File: src/rtl/atr_pkg.sv
package atr_pkg;
  typedef enum logic [1:0] {
    ST_IDLE = 2'd0,
    ST_WAIT = 2'd1,
    ST_SEND = 2'd2,
    ST_DONE = 2'd3
  } atr_state_e;
endpackage

File: src/rtl/atr_interval_timer.sv
module atr_interval_timer #(
  parameter int TW = 9
) (
  input  logic          clk,
  input  logic          clear,
  input  logic [TW-1:0] limit_m1,
  output logic          hit
);
  logic [TW-1:0] cnt;

  assign hit = (cnt == limit_m1);

  always_ff @(posedge clk) begin
    if (clear)    cnt <= '0;
    else if (hit) cnt <= '0;
    else          cnt <= cnt + 1'b1;
  end

  // the count never runs past the current interval length
  assert_cnt_in_range_R3: assert property (@(posedge clk) disable iff (clear)
    cnt <= limit_m1);
endmodule

File: src/rtl/atr_byte_store.sv
module atr_byte_store #(
  parameter int DW    = 8,
  parameter int DEPTH = 8,
  parameter int AW    = 3
) (
  input  logic          clk,
  input  logic          we,
  input  logic [AW-1:0] waddr,
  input  logic [DW-1:0] wdata,
  input  logic [AW-1:0] raddr,
  output logic [DW-1:0] rdata
);
  logic [DW-1:0] mem [DEPTH];

  always_ff @(posedge clk) begin
    if (we) mem[waddr] <= wdata;
  end

  assign rdata = mem[raddr];
endmodule

File: src/rtl/atr_frame_bit.sv
module atr_frame_bit #(
  parameter int DW = 8,
  parameter int BW = 4
) (
  input  logic [DW-1:0] data,
  input  logic [BW-1:0] bit_idx,
  output logic          level
);
  localparam logic [BW-1:0] PAR_POS = BW'(DW + 1);

  always_comb begin
    level = 1'b1;
    if (bit_idx == '0) level = 1'b0;
    for (int i = 0; i < DW; i++) begin
      if (bit_idx == BW'(i + 1)) level = data[i];
    end
    if (bit_idx == PAR_POS) level = ^data;
  end
endmodule

File: src/rtl/atr_tx.sv
module atr_tx #(
  parameter int ETU_CYCLES  = 372,
  parameter int START_DELAY = 400,
  parameter int NUM_BYTES   = 8,
  parameter int GUARD_ETUS  = 2,
  parameter int DW          = 8
) (
  input  logic       clk,
  input  logic       card_rst_n,
  input  logic       sync_mode,
  input  logic       cfg_we,
  input  logic [2:0] cfg_addr,
  input  logic [7:0] cfg_wdata,
  output logic       io_pull_low,
  output logic       atr_done
);
  import atr_pkg::*;

  localparam int BPC     = 1 + DW + 1 + GUARD_ETUS;
  localparam int BW      = $clog2(BPC);
  localparam int AW      = (NUM_BYTES > 1) ? $clog2(NUM_BYTES) : 1;
  localparam int TMAX    = (ETU_CYCLES > START_DELAY) ? ETU_CYCLES : START_DELAY;
  localparam int TW      = $clog2(TMAX + 1);
  localparam logic [BW-1:0] LAST_BIT   = BW'(BPC - 1);
  localparam logic [BW-1:0] GUARD_POS  = BW'(DW + 2);
  localparam logic [AW-1:0] LAST_BYTE  = AW'(NUM_BYTES - 1);
  localparam logic [TW-1:0] ETU_M1     = TW'(ETU_CYCLES - 1);
  localparam logic [TW-1:0] DELAY_M1   = TW'(START_DELAY - 1);

  atr_state_e    state;
  logic [BW-1:0] bit_idx, nxt_bit;
  logic [AW-1:0] byte_idx, nxt_byte;
  logic          hold, tick, tmr_clear, level, last_bit, last_byte;
  logic [TW-1:0] tmr_limit;
  logic [DW-1:0] rd_byte;

  assign hold      = !card_rst_n || sync_mode;
  assign tmr_clear = hold || (state == ST_IDLE) || (state == ST_DONE);
  assign tmr_limit = (state == ST_WAIT) ? DELAY_M1 : ETU_M1;
  assign last_bit  = (bit_idx == LAST_BIT);
  assign last_byte = (byte_idx == LAST_BYTE);

  atr_interval_timer #(.TW(TW)) u_timer (
    .clk(clk), .clear(tmr_clear), .limit_m1(tmr_limit), .hit(tick)
  );

  atr_byte_store #(.DW(DW), .DEPTH(NUM_BYTES), .AW(AW)) u_store (
    .clk(clk), .we(cfg_we), .waddr(cfg_addr[AW-1:0]), .wdata(cfg_wdata[DW-1:0]),
    .raddr(nxt_byte), .rdata(rd_byte)
  );

  atr_frame_bit #(.DW(DW), .BW(BW)) u_frame (
    .data(rd_byte), .bit_idx(nxt_bit), .level(level)
  );

  always_comb begin
    nxt_bit  = '0;
    nxt_byte = '0;
    if (state == ST_SEND) begin
      if (last_bit) begin
        nxt_byte = byte_idx + 1'b1;
      end else begin
        nxt_bit  = bit_idx + 1'b1;
        nxt_byte = byte_idx;
      end
    end
  end

  always_ff @(posedge clk) begin
    if (hold) begin
      state       <= ST_IDLE;
      bit_idx     <= '0;
      byte_idx    <= '0;
      io_pull_low <= 1'b0;
      atr_done    <= 1'b0;
    end else begin
      case (state)
        ST_IDLE: state <= ST_WAIT;
        ST_WAIT: begin
          if (tick) begin
            state       <= ST_SEND;
            bit_idx     <= '0;
            byte_idx    <= '0;
            io_pull_low <= !level;
          end
        end
        ST_SEND: begin
          if (tick) begin
            if (last_bit && last_byte) begin
              state       <= ST_DONE;
              io_pull_low <= 1'b0;
              atr_done    <= 1'b1;
            end else begin
              bit_idx     <= nxt_bit;
              byte_idx    <= nxt_byte;
              io_pull_low <= !level;
            end
          end
        end
        default: state <= ST_DONE;
      endcase
    end
  end

  // hold releases the line and clears done on the next edge
  assert_hold_releases_R1: assert property (@(posedge clk)
    hold |=> (!io_pull_low && !atr_done));

  // the start bit pulls the line low
  assert_start_low_R4: assert property (@(posedge clk) disable iff (hold)
    (state == ST_SEND && bit_idx == '0) |-> io_pull_low);

  // guard bits leave the line released
  assert_guard_high_R4: assert property (@(posedge clk) disable iff (hold)
    (state == ST_SEND && bit_idx >= GUARD_POS) |-> !io_pull_low);

  // the byte slot only moves at a character boundary
  assert_byte_stable_R5: assert property (@(posedge clk) disable iff (hold)
    (state == ST_SEND && $past(state) == ST_SEND && bit_idx != '0) |-> $stable(byte_idx));

  // once done, the line stays released
  assert_done_released_R6: assert property (@(posedge clk) disable iff (hold)
    atr_done |-> !io_pull_low);
endmodule

File: config.mk
export PLATFORM = sky130hd
export DESIGN_NAME = atr_tx
export DESIGN_NICKNAME = d
export VERILOG_FILES = /design/src/rtl/atr_pkg.sv /design/src/rtl/atr_interval_timer.sv /design/src/rtl/atr_byte_store.sv /design/src/rtl/atr_frame_bit.sv /design/src/rtl/atr_tx.sv
export SDC_FILE = /design/constraint.sdc
export NUM_CORES = 1
export LEC_CHECK = 0
export ABC_AREA = 1
export ABC_CLOCK_PERIOD_IN_PS = 6400
export BUFFER_PORTS_ARGS = -buffer_cell sky130_fd_sc_hd__buf_2
export CAP_MARGIN = 30
export CORE_MARGIN = 2
export CORE_UTILIZATION = 60
export DETAILED_ROUTE_END_ITERATION = 8
export HOLD_SLACK_MARGIN = 0.08
export PLACE_DENSITY = 0.78
export SETUP_SLACK_MARGIN = 0.5
export SLEW_MARGIN = 20
export SYNTH_ARGS = -nofsm -noshare
export SYNTH_HDL_FRONTEND = slang
export SYNTH_HIERARCHICAL = 1
export SYNTH_SLANG_ARGS = --single-unit
File: constraint.sdc
create_clock -name clk -period 6.4 [get_ports clk]
set_input_delay 1.92 -clock clk [delete_from_list [all_inputs] [get_ports clk]]
set_output_delay 1.92 -clock clk [all_outputs]
set_load 0.02 [all_outputs]
* Word level (Yosys, flattened, before mapping)
Memories as Yosys holds them, arrays and structs flattened.
Cells that the tools add are included.
** Word-level totals
- Register bits :: 20
- Memory bits (writable) :: 64
- Input bits :: 15
- Output and inout bits :: 2
- Word-level logic and storage cells :: 77
- Memories :: 1
** Cells by class
- Add/sub/neg operators :: 3
- Equal/unequal tests :: 19
- Muxes and demuxes :: 33
- Reductions and logical operators :: 15
** Memory list
- u_store.mem :: depth 8, bits a word 8, read ports 1, clocked after Yosys merged registers in 0, wr ports 1, line atr_byte_store.sv:13 : logic [DW-1:0] mem [DEPTH];
** Operator list (number)
- $mux W4 :: 5
- $eq A4 B3 Y1 const B :: 4
- $mux W1 :: 15
- $mux W3 :: 5
- $eq A4 B4 Y1 const B :: 3
- $add A9 B1 Y9 const B :: 1
- $eq A9 B9 Y1 :: 1
- $reduce_and A3 Y1 :: 3
- $eq A4 B2 Y1 const B :: 2
- $mux W8 :: 1
- $pmux W4 S2 :: 1
- $reduce_xor A8 Y1 :: 1
- $mux W2 :: 3
- $ne A2 B2 Y1 const B :: 3
- $pmux W2 S3 :: 1
- $pmux W3 S2 :: 1
- $add A4 B1 Y4 const B :: 1
- $eq A2 B2 Y1 const B :: 2
- $eq A4 B1 Y1 const B :: 1
- $logic_not A4 Y1 :: 1
- $reduce_and A4 Y1 :: 1
- $add A3 B1 Y3 const B :: 1
- $eq A3 B3 Y1 const B :: 1
- $logic_or A1 B1 Y1 :: 3
- 8 further kinds :: 9

* Logic depth before layout (Yosys ltp)
Gate-level depths: netlist (run 1).
- Depth in word-level cells :: 18
- Depth in mapped cells :: 26
- Depth with buffers taken out :: 24

* Hierarchy
The synthesis (run 1) kept the hierarchy.
** Modules (own cells, without submodules)
- atr_byte_store :: instances 1, cells each 295, area each 2890.3 um^2, seq. area each 1921.8 um^2
- atr_tx :: instances 1, cells each 107, area each 698.2 um^2, seq. area each 220.2 um^2
- atr_interval_timer :: instances 1, cells each 68, area each 514.2 um^2, seq. area each 180.2 um^2
- atr_frame_bit :: instances 1, cells each 71, area each 285.3 um^2, seq. area each 0.0 um^2

* Worst setup path after synthesis (run 1)
Ideal clock, no wire load.
- Path kind :: input -> register
- From :: in cfg_addr[0]
- To :: mem u_store.mem[0][0], enable pin
- Setup time :: 0.370 ns
- Arrival time :: 2.424 ns
- Data required time :: 6.030 ns
- Setup slack :: 3.606 ns
- Stages :: 3
- Path buffers :: 0
- Cells stage by stage :: inv_1 > nand2_1 > nor2_1
** RTL lines
- start: declaration :: line atr_tx.sv:12 : input logic [2:0] cfg_addr,
- end: declaration :: line atr_byte_store.sv:13
No word-level cell before the write port.

* Worst setup path in the final report (run 1)
- From :: reg bit_idx[0]
- To :: reg io_pull_low
** Between the ends
- Elaborated cells on any way between the ends :: 34
- Classes of those cells :: add/sub: 1; eq/ne: 10; mux: 18; reduce/logical: 4; memory: 1
** RTL lines
- start: declaration :: line atr_tx.sv:31 : logic [BW-1:0] bit_idx, nxt_bit;
- start signal: assignment :: line atr_tx.sv:94 : bit_idx <= nxt_bit;
- $eq A4 B4 Y1 (*) :: line atr_tx.sv:40 : assign last_bit = (bit_idx == LAST_BIT);
- $mux W3 (*) :: line atr_tx.sv:60 : if (last_bit) begin
- $mux W3 (*) :: line atr_tx.sv:59 : if (state == ST_SEND) begin
- named net nxt_byte[2] :: line atr_tx.sv:32 : logic [AW-1:0] byte_idx, nxt_byte;
- $mem_v2 Z8 W8 (*)
- named net rd_byte[3] :: line atr_tx.sv:35 : logic [DW-1:0] rd_byte;
- $mux W1 (5 in series) :: line atr_frame_bit.sv:15 : if (bit_idx == BW'(i + 1)) level = data[i];
- $mux W1 (*) :: line atr_frame_bit.sv:17 : if (bit_idx == PAR_POS) level = ^data;
- named net level :: line atr_tx.sv:33 : logic hold, tick, tmr_clear, level, last_bit, last_byte;
- $logic_not A1 Y1 (*) :: line atr_tx.sv:84, atr_tx.sv:96
- $mux W1 :: line atr_tx.sv:89 : if (last_bit && last_byte) begin
- $mux W1 :: line atr_tx.sv:88 : if (tick) begin
- $pmux W1 S2 (*) :: line atr_tx.sv:77 : case (state)
- end signal: assignment :: line atr_tx.sv:84 : io_pull_low <= !level;
- end signal: assignment :: line atr_tx.sv:96 : io_pull_low <= !level;
- end: declaration :: line atr_tx.sv:14 : output logic io_pull_low,
The timed path passes the listed nets; every way through them passes the cells marked *. The select of a mux whose other input is x is not followed.
A chain may end at the register's enable or synchronous reset.

==> results of run 1 <==
-- logic make-up after synthesis --
group,count (synthesis),share of synthesized area (%)
buffers and inverters,121,12.0
and+or+nand+nor,305,29.5
adders and majority gates,4,1.14
AOI/OAI and AO/OA,13,1.74
other,1,0.0855
xor gates and xnor gates,13,2.59
DFF,84,52.9
-- metrics by stage --
step | setup slack, ps | power, mW
floorplan | 3610 | 0.644
global placement | 3200 | 0.660
detailed placement | 3130 | 0.661
CTS | 3310 | 1.01
global route | 2910 | 1.05
finish | 3250 | 1.00
-- how the worst max path moves through the flow --
stage,from,to,slack [ps],depth (start not counted)
finish,bit_idx[0],io_pull_low,3250,20
detailed placement,cfg_addr[1],u_store/mem[5][0],3130,4
global placement,cfg_addr[1],u_store/mem[5][0],3200,4
CTS,bit_idx[0],io_pull_low,3310,20
floorplan,cfg_addr[0],u_store/mem[0][0],3610,3
global route,bit_idx[0],io_pull_low,2910,20
-- layer usage --
layer / global-route usage (%) / wire length (µm)
met5: 0 / 0
met4: 8.28 / 126
met3: 4.34 / 388
met2: 37.2 / 4120
met1: 30.3 / 3680
-- sequential cells by signal, summed over array words and instances (netlist names) --
register,cells
u_timer/cnt,9
state,2
u_store/mem,64
io_pull_low,1
atr_done,1
bit_idx,4
byte_idx,3
-- placed cells by master (no fill, tap or decap) --
cell and count:
nand4_1 1, clkinvlp_4 2, clkbuf_1 3, xnor2_1 11
a21oi_4 1, dfxtp_1 20, nor2_1 46, edfxtp_1 64
nand3_4 1, nor2_4 1, o21ai_0 4, a21oi_1 8
nor2_2 3, ha_1 4, clkbuf_8 9, clkinv_2 1
xor2_1 2, buf_4 2, nand2_2 4, buf_2 16
nand3_1 47, conb_1 4, inv_1 105, nand3b_1 1
nand2_4 3, bufinv_16 1, nor3_4 1, nand2_1 195
inv_4 1, nand3_2 1, inv_2 3, nor4_2 1
-- cell usage after synthesis (3+ instances only) --
library cell / count
ha_1: 4
nand3_1: 47
nand2_4: 3
nand2_2: 4
nand2_1: 195
buf_6: 6
inv_2: 3
nor2_1: 47
buf_4: 3
edfxtp_1: 64
a21oi_1: 8
xnor2_1: 11
dfxtp_1: 20
inv_1: 105
o21ai_0: 4
-- area by class of cell --
cell class | instances | area share, %
flip-flops and latches | 84 | 49.5
inverters | 109 | 8.77
clock inverters | 4 | 1.07
clock buffers | 12 | 2.88
multi-input cells | 339 | 33.1
well taps | 99 | 2.64
repair buffers | 18 | 2.03
-- worst reg2reg max path, stage by stage (launching register included) --
cell and delay [ps]:
dfxtp_1 380, ha_1 240, nand3_2 170, nand2_1 100, nand2_1 50, nor2_1 620, inv_1 360, nand2_1 160
nand2_1 130, inv_1 140, nand2_1 60, nand2_1 80, nand2_1 60, nand2_1 60, nand2_1 60, nand3_1 70
nand2_1 50, inv_1 80, nor2_1 50, nor2_1 80, nor2_1 40
-- power breakdown --
part / internal, mW / switching, mW
Clock: 0.180 / 0.174
Combinational: 0.0142 / 0.0314
Sequential: 0.600 / 0.00393
==> reports/qor.txt, run 1 <==
reg2reg end: io_pull_low
HP Start: atr_done
register area: 2320 µm²
Yosys top cell area share: 43.8%
vias per cell: 4.93
Synth-to-Final Area Change: 6.93%
slack of the worst reg-to-reg path: 3250 ps
Yosys warning total: 6
asr flop ratio synth: 0%
Worst path most repeated cell: nand2_1
post-synth cell types: 29
RePlAce Congestion: 0.842
WP buf/inv: 3
Clock Path Buffers: 2
chip height: 89.5 µm
CP required: 6640 ps
RSZ-0062 raised after global routing: no
final core occ: 65.4%
CORE AREA: 7180 µm²
Max Slew Vio Count: 0
initial antenna violation count: 0
Clock Latency Late Sink: 340 ps
vias: 3,279
worst stage delay on the critical path: 620 ps
Final TNS setup: 0 ps
GRT overflow: 0
initial DRC count: 202
Initial Utilization: 61.2%
vias in the first global route: 2,979
Crit-path slowest cell: nor2_1
CTS clk-pin slew, worst paths: 80 ps
first-pass GRT wire length: 13,600 µm
crit-path leading delay family: simple AND/OR/NAND/NOR gates
Final #Nets: 580
area of the multi-input gates: 1550 µm²
worst min-delay path class: flop to flop
Worst Path Max Fanout: 10
Max Clock Skew: 8.21 ps
H-tree depth: 3
cell area after layout: 4690 µm²
Gate Count Post-Synth: 541
measured slew at the worst slew-check pin: 941 ps
Filler cells: 589
Tot GR Track Use: 22.7%
part of the cycle the worst path needs: 49.3%
EDFF count, synth: 64
largest net degree at the start of global routing: 35
chip width: 89.5 µm
total placed instance area: 4510 µm²
Non-Filler Instances: 665
Hold Path Sink: atr_done
reg2reg start: bit_idx[0]
TritonCTS clock tree: built
crit path launch type: flop
top_reg_cell synth: edfxtp_1
Syn Area/Cell: 8.11 µm²
reg2reg path depth: 20
worst setup path class: flop to flop
synthesized flop and latch total: 84
Slew HR: 37.0%
fmax: 0.317 GHz
CTS root buf: clkbuf_8
cts-stage hold buffer count: 0
Hold Crit Depth: 2
post_cts resized: 0
die area: 8010 µm²
share of post-route cells with drive strength above 1: 9.01%
WL/cell: 12.5 µm
fin crit period: 3150 ps
outcome: finished, final reports clean
# DRC: 0
DRT antenna net count: 0
largest cells by area after synthesis: edfxtp_1 (44%), nand2_1 (17%), dfxtp_1 (9.1%), inv_1 (9.0%), nand3_1 (5.4%)
Cell Area, Synth: 4390 µm²
# IOs: 17
Final setup viols: 0
First-pass DRT Iterations: 4
arrival time of the worst setup path: 3400 ps
hold_ws: 476 ps
Seq/Total Area, Yosys: 52.9%
Std-Cell Rows: 31
DP HPWL: 5690 µm
CTS Buf Count: 9
Antenna Cells: 0
Port Buffers: 16
worst-path cell chain: ha_1 > nand3_2 > nand2_1 > nand2_1 > nor2_1 > inv_1 > nand2_1 > nand2_1 > inv_1 > nand2_1 > nand2_1 > nand2_1 > nand2_1 > nand2_1 > nand3_1 > nand2_1 > inv_1 > nor2_1 > nor2_1 > nor2_1
PD cells: 214 nW/µm²
Inst Count DP: 649
Final Hold Fails: 0
Clock Sinks: 84
CP endpoint kind: flop
# Post-CTS Setup Buffers: 0
Peak VDD IR: 0.000136 V
Max-Cap Viols: 0
Post-Route WL: 8320 µm
largest area contributor in the netlist: edfxtp_1
Leak: 2.21 nW
Note: power is estimated with default switching activity, not from simulation.
==> run 2, diff against run 1 <==
--- a/config.mk
+++ b/config.mk
@@ -6,14 +6,14 @@
 export NUM_CORES = 1
 export LEC_CHECK = 0
 export ABC_AREA = 1
-export ABC_CLOCK_PERIOD_IN_PS = 6400
+export ABC_CLOCK_PERIOD_IN_PS = 2500
 export BUFFER_PORTS_ARGS = -buffer_cell sky130_fd_sc_hd__buf_2
 export CAP_MARGIN = 30
 export CORE_MARGIN = 2
-export CORE_UTILIZATION = 60
+export CORE_UTILIZATION = 56
 export DETAILED_ROUTE_END_ITERATION = 8
 export HOLD_SLACK_MARGIN = 0.08
-export PLACE_DENSITY = 0.78
+export PLACE_DENSITY = 0.76
 export SETUP_SLACK_MARGIN = 0.5
 export SLEW_MARGIN = 20
 export SYNTH_ARGS = -nofsm -noshare
==> constraint.sdc (replaced) <==
create_clock -name clk -period 2.5 [get_ports clk]
set_input_delay 0.75 -clock clk [delete_from_list [all_inputs] [get_ports clk]]
set_output_delay 0.75 -clock clk [all_outputs]
set_load 0.02 [all_outputs]
==> reports/qor.txt, run 2 (synthesis gave the netlist of run 1 again) <==
outcome: finished, final reports clean (unchanged)
cts-stage hold buffer count: 0 (unchanged)
reg2reg end: io_pull_low (unchanged)
vias in the first global route: 3,424 (was 2,979)
Final TNS setup: 0 ps (unchanged)
Crit. Startpoint: bit_idx[1] (was bit_idx[0])
die area: 8560 µm² (was 8010 µm²)
fin crit period: 2430 ps (was 3150 ps)
CTS clk-pin slew, worst paths: 80 ps (about the same)
crit path launch type: flop (unchanged)
Peak VDD IR: 0.000273 V (was 0.000136 V)
arrival time of the worst setup path: 2680 ps (was 3400 ps)
CTS root buf: clkbuf_8 (unchanged)
Inst Count DP: 666 (was 649)
Final setup viols: 0 (unchanged)
Worst path depth: 25 (was 20)
commonest non-fill, non-tap cell in the layout: nand2_1 (unchanged)
RePlAce Congestion: 0.829 (was 0.842)
# IOs: 17 (unchanged)
share of post-route cells with drive strength above 1: 23.6% (was 9.01%)
Antenna Cells: 0 (unchanged)
Max Clock Skew: 5.43 ps (was 8.21 ps)
Tot GR Track Use: 23.2% (was 22.7%)
Clock Sinks: 84 (unchanged)
CORE AREA: 7650 µm² (was 7180 µm²)
DP Worst Slack: -25.2 ps (was 3130 ps)
Leak: 2.44 nW (was 2.21 nW)
cell area after layout: 5240 µm² (was 4690 µm²)
Filler cells: 572 (was 589)
worst stage delay on the critical path: 350 ps (was 620 ps)
Max Slew Vio Count: 0 (unchanged)
CTS Buf Count: 9 (unchanged)
area of the multi-input gates: 1720 µm² (was 1550 µm²)
part of the cycle the worst path needs: 97.3% (was 49.3%)
TritonCTS clock tree: built (unchanged)
Initial Utilization: 57.4% (was 61.2%)
first-pass GRT wire length: 15,400 µm (was 13,600 µm)
total placed instance area: 4650 µm² (was 4510 µm²)
GRT overflow: 0 (unchanged)
PD cells: 501 nW/µm² (was 214 nW/µm²)
Clock Latency Late Sink: 350 ps (was 340 ps)
Largest register FFs: 64 (unchanged)
Worst Path Max Fanout: 7 (was 10)
RSZ-0062 raised after global routing: yes (was no)
reg2reg path depth: 25 (was 20)
WP buf/inv: 4 (was 3)
fmax: 0.411 GHz (was 0.317 GHz)
top flop regs: u_store/mem (64), u_timer/cnt (9), bit_idx (4) (unchanged)
CP endpoint kind: flop (unchanged)
Max-Cap Viols: 0 (unchanged)
WL/cell: 13.9 µm (was 12.5 µm)
Non-Filler Instances: 700 (was 665)
worst setup path class: flop to flop (unchanged)
# DRC: 0 (unchanged)
commonest cells after routing, fill and taps aside: nand2_1 (168), inv_1 (93), edfxtp_1 (64) (was nand2_1 (195), inv_1 (105), edfxtp_1 (64))
Final Hold Fails: 0 (unchanged)
largest net degree at the start of global routing: 33 (was 35)
Std-Cell Rows: 32 (was 31)
register area: 2330 µm² (was 2320 µm²)
crit-path leading delay family: simple AND/OR/NAND/NOR gates (unchanged)
DP HPWL: 5920 µm (was 5690 µm)
Worst path most repeated cell: nand2_1 (unchanged)
H-tree depth: 3 (unchanged)
Final #Nets: 613 (was 580)
DRT antenna net count: 0 (unchanged)
Post-Route WL: 9740 µm (was 8320 µm)
vias: 3,600 (was 3,279)
vias per cell: 5.14 (was 4.93)
First-pass DRT Iterations: 5 (was 4)
chip width: 92.5 µm (was 89.5 µm)
Port Buffers: 16 (unchanged)
Synth-to-Final Area Change: 19.4% (was 6.93%)
Clock Path Buffers: 2 (unchanged)
initial antenna violation count: 0 (unchanged)
chip height: 92.5 µm (was 89.5 µm)
Crit-path slowest cell: dfxtp_2 (was nor2_1)
slack of the worst reg-to-reg path: 70 ps (was 3250 ps)
worst min-delay path class: flop to flop (unchanged)
CP required: 2740 ps (was 6640 ps)
Worst Setup Slack, final: 67.7 ps (was 3250 ps)
initial DRC count: 304 (was 202)
Top reg by flops: u_store/mem (unchanged)
final core occ: 68.5% (was 65.4%)
reg2reg start: bit_idx[1] (was bit_idx[0])
Worst Setup EP: io_pull_low (unchanged)
-- run 2: cell types whose count changed in the layout (fill, tap and decap cells not counted), sizes merged --
cell	previous run	this run
buf	18	51
clkbuf	12	9
clkinv	1	3
clkinvlp	2	3
inv	109	108
-- run 2: worst min path at each step --
stage | from | to | slack [ps] | cells after the start
3_3_place_gp | atr_done | atr_done | 460 | 2
6_report | atr_done | atr_done | 480 | 2
4_1_cts | atr_done | atr_done | 490 | 2
2_1_floorplan | u_timer/cnt[0] | u_timer/cnt[0] | 440 | 1
5_1_grt | atr_done | atr_done | 510 | 2
3_5_place_dp | atr_done | atr_done | 470 | 2
-- run 2: final cells by class --
class / count / share of cell area [%]
repair buffers: 51 / 8.31
multi-input cells: 339 / 32.7
inverters: 109 / 8.53
clock inverters: 6 / 1.22
well taps: 102 / 2.44
flip-flops and latches: 84 / 44.4
clock buffers: 9 / 2.36
-- run 2: where the power goes --
part           switching [mW]  leakage [nW]  internal [mW]
sequential            0.00948         0.744           1.53
clock                   0.484        0.0893          0.455
combinational          0.0928          1.61         0.0499
-- run 2: metal layers --
metal	up-vias	global-route usage (%)	share of wire (%)
met5	-	0	0
met4	0	7.59	1.5
met3	18	4.15	6.0
met2	124	40.7	52
met1	1704	29.1	40
li1	1754	-	-
-- run 2: metrics by stage --
stage	hold slack, ps	power (mW)
floorplan	441	1.65
CTS	487	2.62
finish	480	2.63
detailed placement	467	1.70
global route	509	2.72
global placement	456	1.69
-- run 2: what timing repair did --
item | 4_1_cts | 5_1_grt
gates resized for setup | 26 | 48
setup endpoints to repair | 5 | 8
setup buffers | 7 | 10
pin swaps | 4 | 26
cloned | 2 | 0
-- run 2: worst min-delay path, delay by kind of cell, from the launching register on --
kind            cells  cell delay, ps
compound gates      1              40
simple gates        1              70
flops               1             330
